## src/rtl/buserr_pkg.sv

```systemverilog
// Package: field positions and flag bundle shared by the bus error capture
// logic. Assumes a 32-bit status word with four flags above the address.
package buserr_pkg;

    localparam int FLAG_BITS = 4;
    localparam int VALID_POS = 31;
    localparam int CPU_POS   = 30;
    localparam int WRITE_POS = 29;
    localparam int ECC_POS   = 28;

    // Flag bundle in the order the status word stores it (MSB first).
    typedef struct packed {
        logic valid;
        logic cpu;
        logic write;
        logic ecc;
    } err_flags_t;

    // True when the report needs the pipeline skew on its address.
    function automatic logic needs_skew(input logic ecc, input logic write);
        return ecc & ~write;
    endfunction

endpackage

```

## src/rtl/buserr_addr_adjust.sv

```systemverilog
// Module: applies the pipeline skew to the reported word address.
// For ECC read faults, the low WIN_BITS bits are advanced by SKEW, wrapping
// inside the window, and the upper bits pass through. All other faults pass
// through unchanged. Purely combinational.
module buserr_addr_adjust #(
    parameter int ADDR_W   = 28,
    parameter int WIN_BITS = 12,
    parameter int SKEW     = 5
) (
    input  logic [ADDR_W-1:0] addr_in,
    input  logic              apply,
    output logic [ADDR_W-1:0] addr_out
);
    localparam logic [WIN_BITS-1:0] SKEW_V = WIN_BITS'(SKEW);

    logic [WIN_BITS-1:0] low_sum;

    // Advance the low window by the skew, with modulo wrap.
    always_comb low_sum = addr_in[WIN_BITS-1:0] + SKEW_V;

    generate
        if (WIN_BITS < ADDR_W) begin : g_split
            // Keep the upper bits and splice in the adjusted window.
            always_comb addr_out = apply ? {addr_in[ADDR_W-1:WIN_BITS], low_sum} : addr_in;
        end else begin : g_full
            // The window covers the whole address.
            always_comb addr_out = apply ? low_sum : addr_in;
        end
    endgenerate
endmodule

```

## src/rtl/buserr_record.sv

```systemverilog
// Module: holds the captured fault record.
// Capture takes priority over clear, so a strobe in a clearing cycle wins.
// A clear with no capture zeroes the whole record. Synchronous active-low reset.
module buserr_record #(
    parameter int ADDR_W = 28
) (
    input  logic                 clk,
    input  logic                 rst_n,
    input  logic                 capture,
    input  logic                 clear,
    input  buserr_pkg::err_flags_t flags_in,
    input  logic [ADDR_W-1:0]    addr_in,
    output buserr_pkg::err_flags_t flags_q,
    output logic [ADDR_W-1:0]    addr_q
);
    // Record register: reset, capture, clear, or hold.
    always_ff @(posedge clk) begin
        if (!rst_n) begin
            flags_q <= '0;
            addr_q  <= '0;
        end else if (capture) begin
            flags_q <= flags_in;
            addr_q  <= addr_in;
        end else if (clear) begin
            flags_q <= '0;
            addr_q  <= '0;
        end
    end
endmodule

```

## src/rtl/buserr_capture.sv

```systemverilog
// Module: top of the bus error capture register.
// It accepts a fault report when the record is empty or being cleared in the
// same cycle, skews the ECC-read address, and exposes the status word and a
// level interrupt. Assumes ADDR_W + 4 == 32 and fault strobes one cycle wide.
module buserr_capture #(
    parameter int ADDR_W   = 28,
    parameter int WIN_BITS = 12,
    parameter int SKEW     = 5
) (
    input  logic              clk,
    input  logic              rst_n,
    input  logic              err_strobe,
    input  logic [ADDR_W-1:0] err_word_addr,
    input  logic              err_cpu,
    input  logic              err_write,
    input  logic              err_ecc,
    input  logic              csr_wr,
    output logic [ADDR_W+3:0] csr_rdata,
    output logic              irq
);
    import buserr_pkg::*;

    err_flags_t        new_flags;
    err_flags_t        held_flags;
    logic [ADDR_W-1:0] adj_addr;
    logic [ADDR_W-1:0] held_addr;
    logic              accept;

    // Accept a report when nothing is held or the held record is being cleared.
    always_comb accept = err_strobe & (~held_flags.valid | csr_wr);

    // Build the flag bundle of the incoming report.
    always_comb begin
        new_flags.valid = 1'b1;
        new_flags.cpu   = err_cpu;
        new_flags.write = err_write;
        new_flags.ecc   = err_ecc;
    end

    buserr_addr_adjust #(
        .ADDR_W  (ADDR_W),
        .WIN_BITS(WIN_BITS),
        .SKEW    (SKEW)
    ) u_adj (
        .addr_in (err_word_addr),
        .apply   (needs_skew(err_ecc, err_write)),
        .addr_out(adj_addr)
    );

    buserr_record #(
        .ADDR_W(ADDR_W)
    ) u_rec (
        .clk     (clk),
        .rst_n   (rst_n),
        .capture (accept),
        .clear   (csr_wr),
        .flags_in(new_flags),
        .addr_in (adj_addr),
        .flags_q (held_flags),
        .addr_q  (held_addr)
    );

    // Drive the status word and the level interrupt from the held record.
    always_comb begin
        csr_rdata = {held_flags, held_addr};
        irq       = held_flags.valid;
    end
endmodule

```

## config.mk

```make
export PLATFORM = sky130hd
export DESIGN_NAME = buserr_capture
export DESIGN_NICKNAME = d
export VERILOG_FILES = /design/src/rtl/buserr_pkg.sv /design/src/rtl/buserr_addr_adjust.sv /design/src/rtl/buserr_record.sv /design/src/rtl/buserr_capture.sv
export SDC_FILE = /design/constraint.sdc
export NUM_CORES = 1
export LEC_CHECK = 0
export ABC_CLOCK_PERIOD_IN_PS = 1700
export CAP_MARGIN = 20
export CELL_PAD_IN_SITES_DETAIL_PLACEMENT = 0
export CELL_PAD_IN_SITES_GLOBAL_PLACEMENT = 1
export CORE_ASPECT_RATIO = 0.6
export CORE_MARGIN = 1
export CORE_UTILIZATION = 35
export CTS_CLUSTER_DIAMETER = 150
export DETAILED_ROUTE_END_ITERATION = 12
export DONT_BUFFER_PORTS = 1
export GPL_TIMING_DRIVEN = 0
export PLACE_DENSITY = 0.63
export SLEW_MARGIN = 20
export SYNTH_ARGS = -nofsm -noshare
export SYNTH_HDL_FRONTEND = slang
export SYNTH_SLANG_ARGS = --single-unit
```

## constraint.sdc

```tcl
create_clock -name clk -period 1.7 [get_ports clk]
set_clock_uncertainty 0.05 [all_clocks]
set_input_delay 0.34 -clock clk [delete_from_list [all_inputs] [get_ports clk]]
set_output_delay 0.34 -clock clk [all_outputs]
set_load 0.1 [all_outputs]
```

## Yosys cells after proc, flatten, opt, wreduce, memory -nomap -nowiden

Cells that the tools add are included.

- Add/sub/neg operators: 1
- Multiply operators: 0
- Div/mod/pow operators: 0
- Order comparisons: 0
- Equal/unequal tests: 0
- Shifts and indexed selects: 0
- Multiplexer cells: 5
- Bitwise operators: 5
- Reductions and logical operators: 1

Operators with widths:

| kind | number |
|---|---|
| $mux 28 | 2 |
| $add 12x3->12 const B | 1 |
| $mux 12 | 1 |
| $mux 4 | 2 |
| $and 1x1->1 | 2 |
| $not 1->1 | 2 |
| $reduce_bool 2->1 | 1 |
| $or 1x1->1 | 1 |

- Register bits: 32
- Bits in latches: 0
- Bits in writable memories: 0
- ROM bits: 0
- Input bits: 35
- Output and inout port bits: 33
- Logic and storage cells: 17
- Memories: 0

## Logic depth before layout (Yosys ltp)

Gate-level depths: netlist of run 1.

- Word-level depth: 4
- Gate-level depth with buffers: 5
- Mapped depth without buffers: 5

## Cells and area by module

Synthesis of run 1 repeated with hierarchy kept, for this count alone.

- Cells, all modules: 196
- Area, all modules: 1999.4 um^2

By module, submodules not included:

| module | instances | cells an instance | area each (um^2) | seq. area each (um^2) |
|---|---|---|---|---|
| buserr_record | 1 | 143 | 1617.8 | 640.6 |
| buserr_addr_adjust | 1 | 48 | 352.8 | 0.0 |
| buserr_capture | 1 | 5 | 28.8 | 0.0 |

## Least setup slack after synthesis of run 1

Ideal clock, no wire load.

- Path type: reg-to-reg
- Start: register u_rec.flags_q[3] (netlist name)
- End: register u_rec.addr_q[0]
- Library setup time: 0.076 ns
- Data arrival time: 1.731 ns
- Data required time: 1.574 ns
- Setup slack: -0.156 ns
- Cell stages (with the launch flop): 6
- Buffers on the path: 1
- Period minus slack after synthesis: 1.856 ns
- Path through: dfxtp_1 > nand2b_1 > nand2_1 > buf_2 > nand3_1 > a21boi_0

- Word-level cells in the longest chain between the ends: 4
- Elaborated cells on any way between the ends: 5
- Those cells by class: 1 x mux; 3 x bitwise; 1 x reduce/logical

RTL lines:

| item | RTL line | text |
|---|---|---|
| start, declared | buserr_record.sv:13 | `output buserr_pkg::err_flags_t flags_q,` |
| start signal, assigned | buserr_record.sv:22 | `flags_q <= flags_in;` |
| $not 1->1 * | buserr_capture.sv:30 | `always_comb accept = err_strobe & (~held_flags.valid \| csr_wr);` |
| $or 1x1->1 * | buserr_capture.sv:30 |  |
| $and 1x1->1 * | buserr_capture.sv:30 |  |
| $mux 28 or $reduce_bool 2->1 (tied branches) | -- |  |
| end signal, assigned | buserr_record.sv:23 | `addr_q <= addr_in;` |
| end, declared | buserr_record.sv:14 | `output logic [ADDR_W-1:0] addr_q` |

Mark *: on every way between the ends. The rest lies on a longest branch, timed or not.
A chain may end at the register's enable or synchronous reset.

## Final worst setup path of run 1

- Start: register u_rec.addr_q[5]
- End: output port csr_rdata[5]

RTL lines:

| item | RTL line | text |
|---|---|---|
| end, declared | buserr_capture.sv:18 | `output logic [ADDR_W+3:0] csr_rdata,` |

No word-level cell between the ends.

==> results.toml, run 1 <==
[drt]
drt_wl_total_mm = 3.605
wl_met1_mm = 1.642
top_layer = "met3"
wl_met2_mm = 1.574
drt-initial-drc-count = 58
vias_per_cell = 5.240
wl_met3_um = 388
via_count = 1221
remaining_drc_errors = 0
dr.pass1.iters = 4
post_drt_wl_per_cell_um = 15.47
detail-route-antenna-nets = 0

[logic_synthesis]
synth_top_family_by_area = "simple AND/OR/NAND/NOR gates"
ys_seq_area_frac = 0.4321
ys_seq_elements = 32
synthCells = 169
yosysMostFrequentCell = "nand2_1"
yosys.area.top_type = "dfxtp_1"
synth_compound_area_frac = 0.1857
synth_commonest_cells = "nand2_1 (33), dfxtp_1 (32), nand3_1 (22)"
synthMuxAreaShare = 0.006751
synthDistinctLibCells = 36
synthXorXnorAreaFrac = 0.05907
syn_avg_cell_area_um2 = 8.773
synth_edf_count = 0
async_flop_share = 0
synth_top_area_share = 0.4321
syn_area_um2 = 1483
synth_warnings = 0
yosys.area_share.simple = 0.2667
synthTopCellsByArea = "dfxtp_1 (43%), a21boi_1 (9.6%), nand2_1 (8.4%)"
synth_ff_type = "dfxtp_1"
synth_nets = 205
synth-adder-area-share = 0.008439

[timing]
rsz0062_at_grt = "no"
maxSlewViolCount = 0
whs_ps = 143.6
worst_slack_ps = 68.21
setup_viol = 0
worst_pin_slew_ps = 980.0
hold_violations = 0
finalWorstPathRequiredPeriod_ps = 1632
tns_ps = 0
relSlewSlack = 0.3457
fmax_ghz = 0.6128
period_share = 0.9599

[power_and_ir_drop]
irDropWorstVdd_uv = 344.0
p_leak_nw = 0.6237
p_total_mw = 1.922
power_density_nw_per_um2 = 1162

[cts]
cts_setup_buffers = 0
htree_levels = 2
clkSlewWorstSetupHoldPaths_ps = 70
clkLatencyLatePin_ps = 270
cts_made_buffers = 5
clkSinkCount = 32
cts-root-buf = "clkbuf_8"
cts_tree = "yes"
clockBufferDepth = 2
cts_hold_buf = 0

[min_path]
hold_path_class = "primary input to register"

[layout]
finalNetCount = 212
final_util = 0.4296
finalNonFillerCells = 233
fillers = 394
final_design_area_no_fill_um2 = 1654
multiInputGateArea_um2 = 780.7
drive_gt1_frac = 0.1307
antenna_cells = 0
area_growth_pct = 11.56
seqCellArea_um2 = 644.4

[setup_path]
crit_fanout = 2
required_ps = 1310
crit_type = "register to primary output"
critPathArrivalTime_ps = 1240
crit_path_start_kind = "register"
end_kind = "primary output"

[floorplan]
core-area_um2 = 3850
start_util = 0.3851
die_area_um2 = 4509
pin_count = 68
rows = 17
dieHeight_um = 52.42
die_w_um = 86.03

[global_routing]
grt_max_degree = 11
overflow = 0
first_global_vias = 1172
antenna_found_initial = 0
grt_pass1_wl_mm = 5.844
grt_use_total = 0.1762

[placed_design]
port_buffers = 0
placed_cell_area_um2 = 1555
hpwlAfterDp_mm = 2.775
place_ws_ps = -42.30
gp_congestion = 0.7839
dp_cells = 226

[job]
cap_violations = 0

[status]
status = "completed"
[per-layer routing]
layer,track usage,vias up
li1,-,595
met1,0.2428,572
met2,0.2526,54
met3,0.06929,0
met4,0.05000,0
met5,0,-
[timing repair]
action	in CTS	in global routing
setup endpoints to repair	20	0
resized for setup	1	0
hold endpoints to repair	0	0
[state kept, by name (all words and copies together), names as in the netlist]
name / flops
u_rec.addr_q: 28
u_rec.flags_q: 4
[worst paths after layout]
kind,from,to,slack (ps),cells after the start
worst max-delay path,u_rec.addr_q[5]$_SDFFE_PN0P_,csr_rdata[5],70,0
worst min-delay path,err_word_addr[26],u_rec.addr_q[26]$_SDFFE_PN0P_,140,2
worst max register to register,u_rec.flags_q[3]$_SDFFE_PN0P_,u_rec.flags_q[0]$_SDFFE_PN0P_,170,5
worst min register to register,u_rec.flags_q[3]$_SDFFE_PN0P_,u_rec.flags_q[3]$_SDFFE_PN0P_,660,2
[placed cells by master (no fill, tap or decap), types with 2 or more instances in the layout]
master and count:
nand3_1 22, nor3_1 3, xnor2_1 9, a21oi_1 2, a21boi_0 2, o211a_1 2
buf_2 4, nand2_1 33, nor4_2 2, nand4_1 2, clkbuf_8 7, o21ai_1 7
buf_1 2, a21o_1 3, nor2_1 4, dfxtp_1 31, a21boi_1 19, clkbuf_1 2
[power by group]
part           switching (mW)  internal, mW  leakage (nW)
clock network           0.263         0.360        0.0503
registers               0.328         0.791         0.264
logic                   0.108        0.0710         0.310
total                   0.700          1.22         0.624
[kinds of logic after synthesis]
| family | after synthesis |
|---|---|
| buf+inv | 12 |
| xor+xnor | 10 |
| flops | 32 |
| simple gates | 75 |
| compound gates | 38 |
| mux | 1 |
| fa+ha+maj | 1 |
[cell type report]
cell class / count / area share
inverter: 2 / 0.004539
multi-input combinational: 125 / 0.4720
clock buffer: 7 / 0.05824
buffer: 10 / 0.03253
sequential: 32 / 0.3896
tap: 57 / 0.04312
Power figures use the tool's default switching activity.
==> inputs of run 2 (changes only) <==
- BUFFER_PORTS_ARGS: unset -> -buffer_cell sky130_fd_sc_hd__buf_2
- CORE_UTILIZATION: 35 -> 33
- DONT_BUFFER_PORTS: 1 -> unset
- PLACE_DENSITY: 0.63 -> 0.78
==> results.toml, run 2 (synthesis gave the netlist of run 1 again) <==
[drt]
remaining_drc_errors = 0
drt_wl_total_mm = 3.599
drt-initial-drc-count = 47
dr.pass1.iters = 4
via_count = 1398
detail-route-antenna-nets = 0
vias_per_cell = 4.599
post_drt_wl_per_cell_um = 11.84

[timing]
setup_viol = 0
tns_ps = 0
fmax_ghz = 0.6282
maxSlewViolCount = 0
hold_violations = 0
relSlewSlack = 0.5955
worst_pin_slew_ps = 606.7
rsz0062_at_grt = "no"
period_share = 0.9364
finalWorstPathRequiredPeriod_ps = 1592

[setup_path]
critPathArrivalTime_ps = 1200
crit_fanout = 5
slowest_delay_ps = 410
end_kind = "primary output"
cp_slowest_cell = "buf_2"
cp_num_buf_inv = 2
required_ps = 1310
crit_family = "buffers and inverters"
crit_path_start_kind = "register"
path_cells = "buf_4 > buf_2"
crit_type = "register to primary output"

[job]
cap_violations = 0

[floorplan]
die_w_um = 88.54
start_util = 0.3520
pin_count = 68
die_area_um2 = 4774
dieHeight_um = 53.92
core-area_um2 = 4212
rows = 18

[layout]
finalNetCount = 279
area_growth_pct = 35.02
mostFrequentLayoutCell = "buf_2"
antenna_cells = 0
final_cell_mix = "buf_2 (71), nand2_1 (33), dfxtp_1 (31)"
largest_reg_flops = 28
final_design_area_no_fill_um2 = 2002
drive_gt1_frac = 0.3689
fillers = 458
regMostFlops = "u_rec.addr_q"
largest_registers = "u_rec.addr_q x28, u_rec.flags_q x4"

[cts]
cts_setup_buffers = 0
htree_levels = 2
cts-root-buf = "clkbuf_8"
ctsResizeCount = 0
clkSlewWorstSetupHoldPaths_ps = 70
cts_made_buffers = 5
clkLatencyLatePin_ps = 290
clkSinkCount = 32
clockBufferDepth = 2
cts_tree = "yes"
cts_hold_buf = 0

[global_routing]
grt_use_total = 0.1626
overflow = 0
grt_pass1_wl_mm = 5.623
antenna_found_initial = 0
first_global_vias = 1188
grt_max_degree = 11

[placed_design]
port_buffers = 67
hpwlAfterDp_mm = 2.782
gp_congestion = 0.7603
placed_cell_area_um2 = 1894

[power_and_ir_drop]
p_total_mw = 2.105
p_leak_nw = 0.9314
power_density_nw_per_um2 = 1052
irDropWorstVdd_uv = 369.0

[min_path]
hold_path_class = "primary input to register"

[status]
status = "completed"
[run 2: cell count changes in the layout (fill, tap and decap cells not counted), sizes merged]
cell,before,now
clkinv,0,1
buf,8,75
bufinv,0,1
clkbuf,9,8
[run 2: tightest hold or removal path, cell delays in order]
cell,delay [ps]
buf_2,100
nand2_1,40
a21boi_1,50
[run 2: final timing paths]
kind,startpoint,slack (ps),cells past startpoint,endpoint
max,u_rec.flags_q[3]$_SDFFE_PN0P_,110,2,csr_rdata[31]
min,err_word_addr[25],230,3,u_rec.addr_q[25]$_SDFFE_PN0P_
max reg2reg,u_rec.flags_q[3]$_SDFFE_PN0P_,440,5,u_rec.addr_q[0]$_SDFFE_PN0P_
min reg2reg,u_rec.addr_q[5]$_SDFFE_PN0P_,390,2,u_rec.addr_q[5]$_SDFFE_PN0P_
[run 2: final cells by class]
class	count	area (um2)	area share
Multi-Input combinational cell	125	780.7	0.3900
Sequential cell	32	641.9	0.3206
Timing Repair Buffer	67	335.3	0.1675
Tap cell	60	75.07	0.03750
Clock buffer	6	72.57	0.03625
Buffer	10	53.80	0.02688
Clock inverter	2	35.03	0.01750
Inverter	2	7.507	0.003750
[run 2: metrics by stage]
| stage | utilization | setup slack, ps | hold slack, ps | instances |
|---|---|---|---|---|
| floorplan | - | 210.2 | 424.9 | 169 |
| global placement | 0.4498 | 101.2 | 384.0 | 296 |
| detailed placement | 0.4498 | 90.40 | 386.5 | 296 |
| CTS | 0.4753 | 92.91 | 227.2 | 304 |
| global route | 0.4753 | 69.61 | 234.3 | 304 |
| finish | 0.4753 | 108.1 | 234.1 | 304 |
[run 2: layer usage]
| metal | track usage | routed length, um | vias to the layer above |
|---|---|---|---|
| met3 | 0.05828 | 288 | 6 |
| met1 | 0.2276 | 1925 | 609 |
| met2 | 0.2256 | 1346 | 50 |
| met4 | 0.06452 | 40 | 0 |
| li1 | - | - | 733 |
| met5 | 0 | 0 | - |
[run 2: where the power goes]
group / switching, mW / internal [mW] / leakage, nW
registers: 0.0211 / 0.792 / 0.263
logic: 0.447 / 0.124 / 0.613
clock network: 0.287 / 0.435 / 0.0552
total: 0.754 / 1.35 / 0.931
